$ cat src/rtl/irq_stack_pkg.sv
package irq_stack_pkg;
  localparam int ADDR_W  = 16;
  localparam int FRAME_N = 9;
  localparam int VEC_N   = 2;
  localparam int STEP_W  = $clog2(FRAME_N);
  localparam int CCR_I   = 4;
  localparam int CCR_X   = 6;

  typedef enum logic [1:0] {ST_IDLE, ST_PUSH, ST_VEC, ST_POP} seq_st_t;

  typedef struct packed {
    logic [15:0] pc;
    logic [15:0] y;
    logic [15:0] x;
    logic [7:0]  a;
    logic [7:0]  b;
    logic [7:0]  ccr;
  } regset_t;

  // byte written at push step k (return address first, condition codes last)
  function automatic logic [7:0] push_byte(input regset_t r, input logic [STEP_W-1:0] k);
    case (k)
      4'd0:    return r.pc[7:0];
      4'd1:    return r.pc[15:8];
      4'd2:    return r.y[7:0];
      4'd3:    return r.y[15:8];
      4'd4:    return r.x[7:0];
      4'd5:    return r.x[15:8];
      4'd6:    return r.a;
      4'd7:    return r.b;
      default: return r.ccr;
    endcase
  endfunction

  // place the byte read at pop step k into its register slot
  function automatic regset_t pop_place(input regset_t r, input logic [STEP_W-1:0] k,
                                        input logic [7:0] d);
    regset_t t;
    t = r;
    case (k)
      4'd0:    t.ccr       = d;
      4'd1:    t.b         = d;
      4'd2:    t.a         = d;
      4'd3:    t.x[15:8]   = d;
      4'd4:    t.x[7:0]    = d;
      4'd5:    t.y[15:8]   = d;
      4'd6:    t.y[7:0]    = d;
      4'd7:    t.pc[15:8]  = d;
      default: t.pc[7:0]   = d;
    endcase
    return t;
  endfunction

  function automatic logic [7:0] entry_ccr(input logic [7:0] c, input logic nmi);
    logic [7:0] t;
    t = c;
    t[CCR_I] = 1'b1;
    if (nmi) t[CCR_X] = 1'b1;
    return t;
  endfunction
endpackage

$ cat src/rtl/irq_seq_ctrl.sv
module irq_seq_ctrl
  import irq_stack_pkg::*;
(
  input  logic              clk,
  input  logic              rst_n,
  input  logic              push_go,
  input  logic              pop_go,
  output seq_st_t           st,
  output logic [STEP_W-1:0] step,
  output logic              fin_entry,
  output logic              fin_ret
);
  localparam logic [STEP_W-1:0] FRAME_LAST = STEP_W'(FRAME_N - 1);
  localparam logic [STEP_W-1:0] VEC_LAST   = STEP_W'(VEC_N - 1);

  assign fin_entry = (st == ST_VEC) && (step == VEC_LAST);
  assign fin_ret   = (st == ST_POP) && (step == FRAME_LAST);

  always_ff @(posedge clk) begin
    if (!rst_n) begin
      st   <= ST_IDLE;
      step <= '0;
    end else begin
      case (st)
        ST_IDLE: begin
          step <= '0;
          if (pop_go)       st <= ST_POP;
          else if (push_go) st <= ST_PUSH;
        end
        ST_PUSH: begin
          if (step == FRAME_LAST) begin
            st   <= ST_VEC;
            step <= '0;
          end else begin
            step <= step + 1'b1;
          end
        end
        ST_VEC: begin
          if (fin_entry) begin
            st   <= ST_IDLE;
            step <= '0;
          end else begin
            step <= step + 1'b1;
          end
        end
        default: begin
          if (fin_ret) begin
            st   <= ST_IDLE;
            step <= '0;
          end else begin
            step <= step + 1'b1;
          end
        end
      endcase
    end
  end
endmodule

$ cat src/rtl/irq_frame_store.sv
module irq_frame_store
  import irq_stack_pkg::*;
#(
  parameter logic [ADDR_W-1:0] SP_RESET = 16'h0080
) (
  input  logic              clk,
  input  logic              rst_n,
  input  logic              push_go,
  input  logic              nmi_sel,
  input  regset_t           snap,
  input  logic [ADDR_W-1:0] vec_in,
  input  seq_st_t           st,
  input  logic [STEP_W-1:0] step,
  input  logic [7:0]        rdata,
  output regset_t           frame,
  output logic [ADDR_W-1:0] sp,
  output logic [ADDR_W-1:0] vec,
  output logic              nmi_f,
  output logic [7:0]        vhi
);
  always_ff @(posedge clk) begin
    if (!rst_n) begin
      frame <= '0;
      sp    <= SP_RESET;
      vec   <= '0;
      nmi_f <= 1'b0;
      vhi   <= '0;
    end else begin
      if (push_go) begin
        frame <= snap;
        vec   <= vec_in;
        nmi_f <= nmi_sel;
      end
      case (st)
        ST_PUSH: sp <= sp - 1'b1;
        ST_POP: begin
          sp    <= sp + 1'b1;
          frame <= pop_place(frame, step, rdata);
        end
        ST_VEC: if (step == '0) vhi <= rdata;
        default: ;
      endcase
    end
  end
endmodule

$ cat src/rtl/irq_mem_port.sv
module irq_mem_port
  import irq_stack_pkg::*;
(
  input  seq_st_t           st,
  input  logic [STEP_W-1:0] step,
  input  regset_t           frame,
  input  logic [ADDR_W-1:0] sp,
  input  logic [ADDR_W-1:0] vec,
  output logic              we,
  output logic              re,
  output logic [ADDR_W-1:0] addr,
  output logic [7:0]        wdata
);
  always_comb begin
    we    = 1'b0;
    re    = 1'b0;
    addr  = '0;
    wdata = '0;
    case (st)
      ST_PUSH: begin
        we    = 1'b1;
        addr  = sp - 1'b1;
        wdata = push_byte(frame, step);
      end
      ST_VEC: begin
        re   = 1'b1;
        addr = vec + {{(ADDR_W-STEP_W){1'b0}}, step};
      end
      ST_POP: begin
        re   = 1'b1;
        addr = sp;
      end
      default: ;
    endcase
  end
endmodule

$ cat src/rtl/irq_stack_seq.sv
module irq_stack_seq
  import irq_stack_pkg::*;
#(
  parameter logic [15:0] SP_RESET = 16'h0080
) (
  input  logic        clk,
  input  logic        rst_n,
  input  logic        at_boundary,
  input  logic        irq_req,
  input  logic        nmi_req,
  input  logic        ret_req,
  input  logic [15:0] vec_addr,
  input  logic [15:0] snap_pc,
  input  logic [15:0] snap_y,
  input  logic [15:0] snap_x,
  input  logic [7:0]  snap_a,
  input  logic [7:0]  snap_b,
  input  logic [7:0]  snap_ccr,
  output logic        mem_we,
  output logic        mem_re,
  output logic [15:0] mem_addr,
  output logic [7:0]  mem_wdata,
  input  logic [7:0]  mem_rdata,
  output logic [15:0] sp,
  output logic        busy,
  output logic        done,
  output logic [15:0] out_pc,
  output logic [15:0] out_y,
  output logic [15:0] out_x,
  output logic [7:0]  out_a,
  output logic [7:0]  out_b,
  output logic [7:0]  out_ccr
);
  seq_st_t           st;
  logic [STEP_W-1:0] step;
  logic              fin_entry, fin_ret;
  regset_t           frame, snap, outr, next_out;
  logic [15:0]       vec;
  logic              nmi_f;
  logic [7:0]        vhi;

  // named acceptance events
  logic idle, nmi_ok, irq_ok, push_go, pop_go;
  assign idle    = (st == ST_IDLE);
  assign nmi_ok  = at_boundary && nmi_req && !snap_ccr[CCR_X];
  assign irq_ok  = at_boundary && irq_req && !snap_ccr[CCR_I];
  assign pop_go  = idle && ret_req;
  assign push_go = idle && !ret_req && (nmi_ok || irq_ok);
  assign busy    = !idle;

  assign snap = '{pc: snap_pc, y: snap_y, x: snap_x, a: snap_a, b: snap_b, ccr: snap_ccr};

  irq_seq_ctrl u_ctrl (
    .clk(clk), .rst_n(rst_n), .push_go(push_go), .pop_go(pop_go),
    .st(st), .step(step), .fin_entry(fin_entry), .fin_ret(fin_ret)
  );

  irq_frame_store #(.SP_RESET(SP_RESET)) u_store (
    .clk(clk), .rst_n(rst_n), .push_go(push_go), .nmi_sel(nmi_ok), .snap(snap),
    .vec_in(vec_addr), .st(st), .step(step), .rdata(mem_rdata),
    .frame(frame), .sp(sp), .vec(vec), .nmi_f(nmi_f), .vhi(vhi)
  );

  irq_mem_port u_port (
    .st(st), .step(step), .frame(frame), .sp(sp), .vec(vec),
    .we(mem_we), .re(mem_re), .addr(mem_addr), .wdata(mem_wdata)
  );

  always_comb begin
    next_out = outr;
    if (fin_entry) begin
      next_out     = frame;
      next_out.pc  = {vhi, mem_rdata};
      next_out.ccr = entry_ccr(frame.ccr, nmi_f);
    end else if (fin_ret) begin
      next_out = pop_place(frame, step, mem_rdata);
    end
  end

  always_ff @(posedge clk) begin
    if (!rst_n) begin
      outr <= '0;
      done <= 1'b0;
    end else begin
      outr <= next_out;
      done <= fin_entry || fin_ret;
    end
  end

  assign out_pc  = outr.pc;
  assign out_y   = outr.y;
  assign out_x   = outr.x;
  assign out_a   = outr.a;
  assign out_b   = outr.b;
  assign out_ccr = outr.ccr;
endmodule

$ cat config.mk
export PLATFORM = sky130hd
export DESIGN_NAME = irq_stack_seq
export DESIGN_NICKNAME = d
export VERILOG_FILES = /design/src/rtl/irq_stack_pkg.sv /design/src/rtl/irq_seq_ctrl.sv /design/src/rtl/irq_frame_store.sv /design/src/rtl/irq_mem_port.sv /design/src/rtl/irq_stack_seq.sv
export SDC_FILE = /design/constraint.sdc
export NUM_CORES = 1
export LEC_CHECK = 0
export ABC_CLOCK_PERIOD_IN_PS = 8160
export CAP_MARGIN = 20
export CELL_PAD_IN_SITES_DETAIL_PLACEMENT = 0
export CELL_PAD_IN_SITES_GLOBAL_PLACEMENT = 2
export CORE_MARGIN = 2
export CORE_UTILIZATION = 42
export CTS_BUF_LIST = sky130_fd_sc_hd__clkbuf_2
export CTS_CLUSTER_SIZE = 16
export DETAILED_ROUTE_END_ITERATION = 8
export DONT_BUFFER_PORTS = 1
export PLACE_DENSITY_LB_ADDON = 0.1
export SYNTH_ARGS = -nofsm -noshare
export SYNTH_HDL_FRONTEND = slang
export SYNTH_HIERARCHICAL = 1
export SYNTH_SLANG_ARGS = --single-unit
export TNS_END_PERCENT = 50
$ cat constraint.sdc
create_clock -name clk -period 8.16 [get_ports clk]
set_input_delay 0.816 -clock clk [delete_from_list [all_inputs] [get_ports clk]]
set_output_delay 0.816 -clock clk [all_outputs]
set_load 0.01 [all_outputs]
Word level (Yosys, flattened, before mapping)
Index checks and enable logic that the tools add are counted.
Storage, ports and cells
  bits in writable memories: 0
  word-level logic and storage cells: 92
  flip-flop bits (word level): 192
  memories: 0
  output and inout bits: 116
  bits in latches: 0
  memory bits (read-only): 0
Operators by class
  reduce and logical (&&, ||, !) cells: 25
  equality and inequality tests: 14
  muxes and demuxes: 30
  $lt $le $gt $ge: 0
  $add $sub $neg: 4
  divide/modulo/power cells: 0
  shift-type cells: 0
  bitwise logic cells: 0
  multiply operators: 0
Operators by type and width (count)
  2-to-1 mux 72 bit: 4
  2-to-1 mux 8 bit: 10
  one-hot mux 8 bit (8 select lines): 1
  one-hot mux 16 bit (3 select lines): 1
  one-hot mux 16 bit (2 select lines): 1
  adder 16 x 1 -> 16 bit, second input constant: 1
  adder 16 x 4 -> 16 bit: 1
  equality test 4 x 3 -> 1 bit, second input constant: 4
  subtractor 16 x 1 -> 16 bit, second input constant: 1
  2-to-1 mux 4 bit: 3
  one-hot mux 4 bit (3 select lines): 1
  2-to-1 mux 2 bit: 5
  logical AND 1 bit: 9
  equality test 4 x 2 -> 1 bit, second input constant: 2
  OR reduction 8 bit: 1
  one-hot mux 2 bit (3 select lines): 1
  nonzero test 2 bit: 3
  adder 4 x 1 -> 4 bit, second input constant: 1
  equality test 2 bit, second input constant: 2
  equality test 4 x 1 -> 1 bit, second input constant: 1
  equality test 4 bit, second input constant: 1
  logical NOT 1 bit: 4
  logical NOT 4 bit: 1
  AND reduction 4 bit: 1
  other kinds (10): 13

Depth between registers and ports, before layout
Gate-level depths: netlist of run 1.
  depth after elaboration: 7
  depth in mapped cells: 11

By module
Netlist of run 1, hierarchy kept.
By module, submodules not included
  irq_frame_store: cells an instance 592, area an instance 5142.4 sq um, instances 1
  irq_stack_seq: cells an instance 376, area an instance 3300.7 sq um, instances 1
  irq_mem_port: cells an instance 206, area an instance 1514.0 sq um, instances 1
  irq_seq_ctrl: cells an instance 34, area an instance 322.8 sq um, instances 1

Worst setup path before layout of run 1
No wires, ideal clock.
  path type: reg-to-output
  start point: reg u_ctrl.step[1]
  end point: out mem_addr[10]
  data arrival time: 2.130 ns
  cell stages (with the launch flop): 9
  setup slack: 5.214 ns
  cells stage by stage: dfxtp_1 -> clkbuf_1 -> inv_2 -> fa_1 -> nor2b_1 -> o21ai_1 -> a21boi_0 -> xnor2_1 -> o2bb2ai_1
Between the ends
  word-level cells in the longest chain between the ends: 2
RTL lines
  start, declared: RTL line irq_seq_ctrl.sv:9  | output logic [STEP_W-1:0] step,
  start signal, assigned: RTL line irq_seq_ctrl.sv:35  | step <= step + 1'b1;
  start signal, assigned: RTL line irq_seq_ctrl.sv:43  | step <= step + 1'b1;
  start signal, assigned: RTL line irq_seq_ctrl.sv:51  | step <= step + 1'b1;
  adder 16 x 4 -> 16 bit: RTL line irq_mem_port.sv:27  | addr = vec + {{(ADDR_W-STEP_W){1'b0}}, step};
  one-hot mux 16 bit (3 select lines): RTL line irq_mem_port.sv:19  | case (st)
  end, declared: RTL line irq_stack_seq.sv:21  | output logic [15:0] mem_addr,
No other way between the ends.

Worst setup path in the final report of run 1
  start point: reg u_ctrl.step[0]
  end point: out mem_addr[10]
Same word-level chain as after synthesis.

==> results of run 1 <==
==> cell families after synthesis <==
logic type | Yosys count
AO/OA/AOI/OAI | 399
XOR/XNOR | 35
adder cells (fa/ha/maj) | 25
buffers and inverters | 126
flip-flops | 192
multiplexers | 65
AND/OR/NAND/NOR | 366
==> state kept, by name, summed over array words and instances (netlist names) <==
register and count:
done 1, out_x 16, u_ctrl/step 4, out_a 8, out_b 8, u_ctrl/st 2
u_store/sp 16, u_store/vec 16, out_pc 16, u_store/nmi_f 1, out_ccr 8, u_store/frame 72
out_y 16, u_store/vhi 8
==> stage by stage <==
stage | hold WS (ps) | worst slack [ps] | utilization (%) | instances | cell area, um^2
finish | 125.2 | 3928 | 44.14 | 1485 | 10670
global route | 45.41 | 3556 | 44.14 | 1485 | 10670
CTS | 61.63 | 3866 | 43.96 | 1478 | 10630
detailed placement | 489.7 | 4364 | 42.90 | 1445 | 10370
global placement | 482.2 | 4421 | 42.90 | 1445 | 10370
floorplan | 461.3 | 5214 | - | 1208 | 10280
==> placed cells by master (no fill, tap or decap), types with 4 or more instances in the layout <==
cell type     n
ha_1         23
clkinvlp_4    4
nand2b_1      5
nor2_1      130
nor2b_1       7
o21ai_2       6
a21oi_1     106
nand4b_1      5
nand2_1     113
buf_4        17
nor3b_1      10
mux4_2       10
xor2_1       21
o22ai_1       8
nor3_1       10
o211ai_1    113
o2bb2ai_1    10
diode_2       4
xnor2_1      14
and3_1        9
o21ai_1      14
nand3b_1      5
inv_2         4
a211oi_1     77
o21ai_0      19
inv_1        18
nand4_1       6
or3_4         4
or2_1         4
clkbuf_2     19
inv_6         4
mux2i_1      50
a21o_1        9
or2_0         5
nand3_1      24
nor4_1        5
dfxtp_1     191
==> routing by layer <==
metal / global-route usage, % / part of all wire [%]
met5: 0 / 0
met4: 5.733 / 1.6
met3: 7.722 / 8.5
met2: 44.18 / 43
met1: 41.76 / 47
==> final cells by class <==
type	count	share of cell area, %
diodes	4	0.09379
clock buffers	19	0.8910
clock inverters	13	1.419
inverters	24	0.8558
multi-input cells	890	55.44
flip-flops and latches	192	36.03
well taps	324	3.798
repair buffers	19	1.477
==> what timing repair did <==
item / 4_1_cts / 5_1_grt
endpoints found under the setup margin: 0 / 0
hold endpoints to repair: 1 / 0
buffers inserted: 0 / 0
gates resized for setup: 0 / 0
hold buffers: 1 / 0
==> power groups by stage <==
stage | clock network [mW] | registers (mW) | logic, mW
6_report | 0.516 | 1.14 | 0.885
3_3_place_gp | 0 | 1.16 | 0.872
5_1_grt | 0.561 | 1.16 | 0.983
4_1_cts | 0.528 | 1.14 | 0.880
2_1_floorplan | 0 | 1.11 | 0.713
3_5_place_dp | 0 | 1.16 | 0.873
==> worst max-delay path by stage <==
stage                                    startpoint                      end  slack, ps  cells after the start
after global routing      u_ctrl/step[0]$_SDFF_PN0_             mem_addr[10]       3560                      9
after floorplan           u_ctrl/step[1]$_SDFF_PN0_             mem_addr[10]       5210                      8
after global placement    u_ctrl/st[0]$_SDFFE_PN0P_  out_ccr[2]$_SDFFE_PN0P_       4420                      8
after CTS                 u_ctrl/step[0]$_SDFF_PN0_             mem_addr[10]       3870                      9
after detailed placement  u_ctrl/st[0]$_SDFFE_PN0P_   out_x[10]$_SDFFE_PN0P_       4360                      8
final                     u_ctrl/step[0]$_SDFF_PN0_             mem_addr[10]       3930                      9
==> worst register-to-register path, delay by kind of cell, from the launching register on <==
family,cells,cell delay [ps]
AO/OA/AOI/OAI,4,670
flip-flops,1,560
multiplexers,2,400
AND/OR/NAND/NOR,1,190
adder cells (fa/ha/maj),1,490
buffers and inverters,2,1030
==> out/results.tsv, run 1 <==
metric	value	unit
ff_latch_area	3845	um^2
fin_crit	4232	ps
synth_nets	1335	
synth_mux_area_share	7.607	%
fin_nets	1271	
final-max-slew-violation-count	0	
synth_top_family_by_area	compound AO/OA/AOI/OAI gates	
cp_top_family	compound AO/OA/AOI/OAI gates	
clk_pin_slew_worst_paths	290	ps
slew_headroom	29.60	%
skew	54.74	ps
worstMarginPinSlew	1029	ps
r2r_cells	10	
synthesis.area	10280	um^2
multi_input_area	5917	um^2
die_y	160.4	um
start_util	42.52	%
synth_flop_cell	dfxtp_1	
fmax	236.3	MHz
async_reset_ff_share	0	%
maxCapViolCount	0	
p_per_area	238.3	nW/um^2
p_leak	3.668	nW
synth_common_cells	dfxtp_1, nor2_1, nand2_1	
switchingPower	1.024	mW
setup.worst_path.start_class	flip-flop	
area_growth	3.821	%
clock_sinks	192	
yosys-top-cells-area	dfxtp_1, o211ai_1, a211oi_1	
yosysSeqAreaShare	37.39	%
status	completed	
layout-drive-gt1-share	8.470	%
hold_path_class	in -> reg	
yosysTopAreaCell	dfxtp_1	
drc_errors	0	
synth_edf_count	0	
ios	218	
num_vias	9137	
yosysWarnings	6	
timing.setup.tns	0	ps
rsz0062_at_grt	false	
die_area	25740	um^2
synth_xor_xnor_area_share	2.982	%
synth_most_common_cell	dfxtp_1	
whs_path_depth	1	
vias_per_cell	6.153	
holdPathEnd	u_store/sp[6]$_SDFFE_PN0P_	
grt_pass1_vias	8721	
path_class	reg -> out	
ir_drop	0.0001962	V
path_cells	buf_4 -> ha_1 -> inv_1 -> fa_1 -> nor2b_1 -> o21ai_1 -> a21boi_0 -> xnor2_1 -> o2bb2ai_1	
ys_ff_latch	192	
regToRegStartpoint	u_ctrl/st[1]$_SDFFE_PN0P_	
p_int	1.519	mW
grt_usage	29.12	%
final-setup-viol-count	0	
core.rowCount	57	
hold_path_startpoint	rst_n	
syn_inst	1208	
rr_endpoint	u_store/sp[15]$_SDFFE_PN0P_	
yosys.area.top_type_share	37.39	%
cts_buffer_depth	2	
power	2.543	mW
drtAntennaViolNets	0	
grt_remaining_overflow	0	
fillCellCount	2459	
cp-end-kind	output pin	
drtIter0Drc	806	
port_buffers	0	
synthAdderAreaFrac	3.189	%
grt_max_degree	87	
cts_root_buf	clkbuf_2	
fp.dieW	160.4	um
grt_pass1_wl	57130	um
dpl.hpwl	27160	um
cp.arrival	3420	ps
netSwitchingFraction	40.29	%
htree_levels	4	
antenna_found_initial	1	
routabilityCongestion	0.8373	
routedWlPerCell	25.56	um
cts_buffers	17	
synth_area_per_cell	8.510	um^2
cp_data_required_time	7340	ps
worst_path_max_delay_cell	dfxtp_1	
power_frac_seq	44.9	%
ys_types	81	
r2r_setup_slack	4760	ps
yosys.area_share.simple	17.08	%
clk_latency	790	ps
core	24180	um^2
fin_crit_sh	51.86	%
synth-compound-area-share	26.47	%
clockPowerShare	20.3	%
critPathMaxStageDelay	460	ps
path_buf_inv	2	
dr.pass1.iters	5	
critical_path.max_fanout	37	
hold_viol_final	0	
p_comb_share	34.8	%
wirelength	37960	um
cts_tree	done	
(Power assumes the default switching activity.)
==> inputs of run 2 (changes only) <==
ABC_CLOCK_PERIOD_IN_PS = 3900   (was 8160)
CORE_UTILIZATION = 39   (was 42)
clock period = 3.9 ns   (was 8.16 ns; I/O delays follow)
==> out/results.tsv, run 2 (synthesis results as in run 1) <==
metric	value	unit
status	completed	
rr_endpoint	out_b[5]$_SDFFE_PN0P_	
area_growth	14.02	%
die_y	166.4	um
clock_sinks	192	
regMostFlops	u_store/frame	
dr.pass1.iters	7	
grt_remaining_overflow	0	
fin_nets	1379	
path_buf_inv	1	
worst_slack	1.017	ps
final-setup-viol-count	0	
grt_pass1_wl	58820	um
drtIter0Drc	884	
routedWlPerCell	24.46	um
layout.cells.non_filler	1603	
critical_path.max_fanout	33	
fmax	256.5	MHz
r2r_setup_slack	970	ps
worst_path_max_delay_cell	a2111oi_0	
clk_latency	810	ps
ir_drop	0.0003010	V
grt_max_degree	63	
core.rowCount	59	
wirelength	39200	um
fp.dieW	166.4	um
p_per_area	457.3	nW/um^2
htree_levels	4	
worstMarginPinSlew	1116	ps
crit_start	u_ctrl/step[2]$_SDFF_PN0_	
cts_resized	0	
cp_top_family	compound AO/OA/AOI/OAI gates	
fin_crit	3899	ps
hold_viol_final	0	
rsz0062_at_grt	false	
cp_data_required_time	3510	ps
setup.worst_path.start_class	flip-flop	
dpl.hpwl	27970	um
dp.cells	1460	
cts_root_buf	clkbuf_2	
critPathMaxStageDelay	930	ps
ios	218	
layout-drive-gt1-share	7.984	%
timing.setup.tns	0	ps
regToRegStartpoint	u_ctrl/st[0]$_SDFFE_PN0P_	
dpl_cell_area	10420	um^2
path_cells	buf_4 -> mux2_1 -> a22o_1 -> a2111oi_0 -> nor3_1	
largest_reg_flops	72	
crit_end	mem_wdata[3]	
cp-end-kind	output pin	
core	25980	um^2
hold_slack	67.69	ps
port_buffers	0	
final_cell_area	11720	um^2
final-max-slew-violation-count	0	
drtAntennaViolNets	0	
cp.arrival	3510	ps
antenna_found_initial	3	
crit_cells	5	
fin_crit_sh	99.97	%
cts_tree	done	
hold_path_class	in -> reg	
routabilityCongestion	0.8684	
r2r_cells	9	
skew	85.70	ps
num_vias	9616	
cts_buffer_depth	2	
die_area	27670	um^2
cts_buffers	17	
power	5.360	mW
layout.cells.most_common	dfxtp_1	
path_class	reg -> out	
drc_errors	0	
place_worst_setup_slack	904.7	ps
grt_pass1_vias	9016	
p_leak	4.099	nW
slew_headroom	23.67	%
grt_usage	27.64	%
vias_per_cell	5.999	
clk_pin_slew_worst_paths	330	ps
start_util	39.56	%
maxCapViolCount	0	
final_cell_mix	dfxtp_1, nor2_1, nand2_1, o211ai_1	
final_util	45.11	%
run 2: per-layer routing:
metal,track usage [%],up-vias,part of all wire [%]
met4,5.960,2,1.4
met3,5.863,39,7.4
met2,42.45,379,44
met1,39.94,4651,47
met5,0,-,0.028
li1,-,4545,-
run 2: layout make-up:
class | count | area (um^2)
Fill cell | 2676 | 14260
Multi-Input combinational cell | 890 | 5917
Sequential cell | 192 | 3845
Timing Repair Buffer | 127 | 1226
Tap cell | 335 | 419.2
Clock inverter | 14 | 125.1
Inverter | 24 | 91.34
Clock buffer | 18 | 90.09
Antenna cell | 3 | 7.507
run 2: worst min path at each step:
| stage | cells past startpoint | from | slack [ps] | to |
|---|---|---|---|---|
| after global placement | 1 | rst_n | 480 | u_store/sp[7]$_SDFFE_PN1P_ |
| after floorplan | 2 | u_store/nmi_f$_SDFFE_PN0P_ | 460 | u_store/nmi_f$_SDFFE_PN0P_ |
| after detailed placement | 1 | rst_n | 480 | u_store/sp[7]$_SDFFE_PN1P_ |
| after global routing | 4 | ret_req | 20 | u_store/vec[7]$_SDFFE_PN0P_ |
| after CTS | 4 | ret_req | 4 | u_store/vec[7]$_SDFFE_PN0P_ |
| final | 4 | ret_req | 70 | u_store/vec[7]$_SDFFE_PN0P_ |
run 2: timing repair:
action,in CTS,in global routing
hold buffers,106,0
endpoints found under the hold margin,184,0
buffers inserted,0,0
run 2: where the power goes:
group          internal [mW]  switching (mW)
sequential              2.12           0.290
combinational          0.826            1.13
clock                  0.196           0.797
run 2: tightest hold or removal path, cell delays in order:
cell,delay (ps)
nor3_2,40
buf_4,230
mux2i_1,170
nor2_1,50
==> inputs of run 3 (changes only) <==
CORE_ASPECT_RATIO = 2   (was unset)
==> out/results.tsv, run 3 (synthesis results as in run 1) <==
metric	value	unit
status	completed	
clk_pin_slew_worst_paths	300	ps
routabilityCongestion	0.8821	
hold_path_class	in -> reg	
start_util	39.44	%
ff_latch_area	3846	um^2
final-max-slew-violation-count	0	
clock_sinks	192	
port_buffers	0	
htree_levels	4	
fin_nets	1375	
cp-end-kind	output pin	
dpl.hpwl	27210	um
place_worst_setup_slack	971.7	ps
worstMarginPinSlew	1075	ps
worst_slack	162.3	ps
vias_per_cell	5.955	
fin_crit	3738	ps
clk_latency	890	ps
maxCapViolCount	0	
cts_root_buf	clkbuf_2	
power	5.388	mW
fmax	267.5	MHz
die_area	27750	um^2
multi_input_area	5918	um^2
grt_usage	27.35	%
drc_errors	0	
cp.arrival	3350	ps
layout-drive-gt1-share	7.851	%
slew_headroom	28.09	%
cts_tree	done	
r2r_setup_slack	930	ps
area_growth	13.95	%
layout.cells.most_common	dfxtp_1	
critical_path.max_fanout	35	
setup.worst_path.start_class	flip-flop	
cp_data_required_time	3510	ps
final_cell_mix	dfxtp_1, nor2_1, nand2_1, o211ai_1, a21oi_1	
cts_buffers	17	
ir_drop	0.0004095	V
grt_pass1_wl	56630	um
rr_endpoint	out_ccr[5]$_SDFFE_PN0P_	
ios	218	
drtIter0Drc	790	
regMostFlops	u_store/frame	
skew	37.25	ps
wirelength	38890	um
path_class	reg -> out	
p_leak	4.100	nW
grt_max_degree	77	
antenna_found_initial	2	
fp.dieW	118.8	um
holdPathEnd	u_store/frame[8]$_SDFFE_PN0P_	
drtAntennaViolNets	0	
grt_remaining_overflow	0	
die_y	233.6	um
worst_path_max_delay_cell	a2111oi_1	
largest_reg_flops	72	
r2r_cells	10	
core.rowCount	84	
grt_pass1_vias	8876	
fin_crit_sh	95.84	%
p_per_area	460.0	nW/um^2
hold_path_startpoint	mem_rdata[0]	
regToRegStartpoint	u_ctrl/step[1]$_SDFF_PN0_	
dr.pass1.iters	6	
path_cells	buf_4 -> mux2_1 -> a22o_1 -> a2111oi_1 -> nor3_1	
cts_buffer_depth	2	
core	26070	um^2
num_vias	9570	
final-setup-viol-count	0	
whs_path_depth	3	
fillCellCount	2697	
hold_viol_final	0	
routedWlPerCell	24.20	um
critPathMaxStageDelay	720	ps
[run 3: changes by cell type in the layout (fill, tap and decap cells not counted), sizes merged]
cell	before	now
bufinv	0	2
clkbuf	18	20
inv	28	24
clkinvlp	2	3
diode	3	2
dlygate4sd3	106	104
buf	21	18
[run 3: through the flow]
| step | cells | instance area [um^2] | hold slack (ps) | utilization [%] | TNS (ps) |
|---|---|---|---|---|---|
| 2_1_floorplan | 1208 | 10280 | 461.3 | - | 0 |
| 3_3_place_gp | 1468 | 10420 | 481.7 | 39.98 | 0 |
| 3_5_place_dp | 1468 | 10420 | 484.7 | 39.98 | 0 |
| 4_1_cts | 1604 | 11690 | 17.23 | 44.86 | 0 |
| 6_report | 1607 | 11710 | 92.54 | 44.94 | 0 |
| 5_1_grt | 1607 | 11710 | 26.16 | 44.94 | -8.295 |
[run 3: where the power goes]
group,internal [mW],switching (mW),leakage [nW]
clock,0.301,0.746,0.137
combinational,0.823,1.12,2.41
sequential,2.11,0.288,1.56
total,3.24,2.15,4.10
[run 3: timing repair]
action                                  in CTS  in global routing
endpoints found under the setup margin       0                  7
endpoints found under the hold margin      184                  0
hold buffers                               104                  0
buffers inserted                             0                  0
gates resized for setup                      0                  3
[run 3: worst max-delay path by stage]
stage | depth (start not counted) | to | from | slack, ps
finish | 5 | mem_wdata[3] | u_ctrl/step[2]$_SDFF_PN0_ | 160
CTS | 9 | mem_addr[10] | u_ctrl/step[0]$_SDFF_PN0_ | 50
detailed placement | 8 | out_x[10]$_SDFFE_PN0P_ | u_ctrl/step[0]$_SDFF_PN0_ | 970
global route | 9 | mem_addr[6] | u_ctrl/step[0]$_SDFF_PN0_ | -8
global placement | 8 | out_x[15]$_SDFFE_PN0P_ | u_ctrl/step[0]$_SDFF_PN0_ | 1050
floorplan | 9 | u_store/sp[12]$_SDFFE_PN0P_ | u_ctrl/st[0]$_SDFFE_PN0P_ | 1030
[run 3: final cells by class]
| type | instances | area share (%) |
|---|---|---|
| clock buffers | 19 | 0.8118 |
| clock inverters | 13 | 1.175 |
| inverters | 24 | 0.7798 |
| well taps | 344 | 3.674 |
| repair buffers | 123 | 10.16 |
| flip-flops and latches | 192 | 32.83 |
| diodes | 2 | 0.04273 |
| multi-input cells | 890 | 50.52 |
[run 3: per-layer routing]
| layer | global-route usage (%) | routed length, um | up-vias |
|---|---|---|---|
| li1 | - | - | 4523 |
| met4 | 14.03 | 1758 | 0 |
| met5 | 0 | 0 | - |
| met3 | 5.078 | 2320 | 82 |
| met1 | 34.83 | 16360 | 4617 |
| met2 | 43.95 | 18450 | 348 |
[run 3: critical path, delay by kind of cell, from the launching register on]
kind                   cells  cell delay, ps
AO/OA/AOI/OAI              2             910
buffers and inverters      1             430
flip-flops                 1             510
multiplexers               1             390
AND/OR/NAND/NOR            1             220
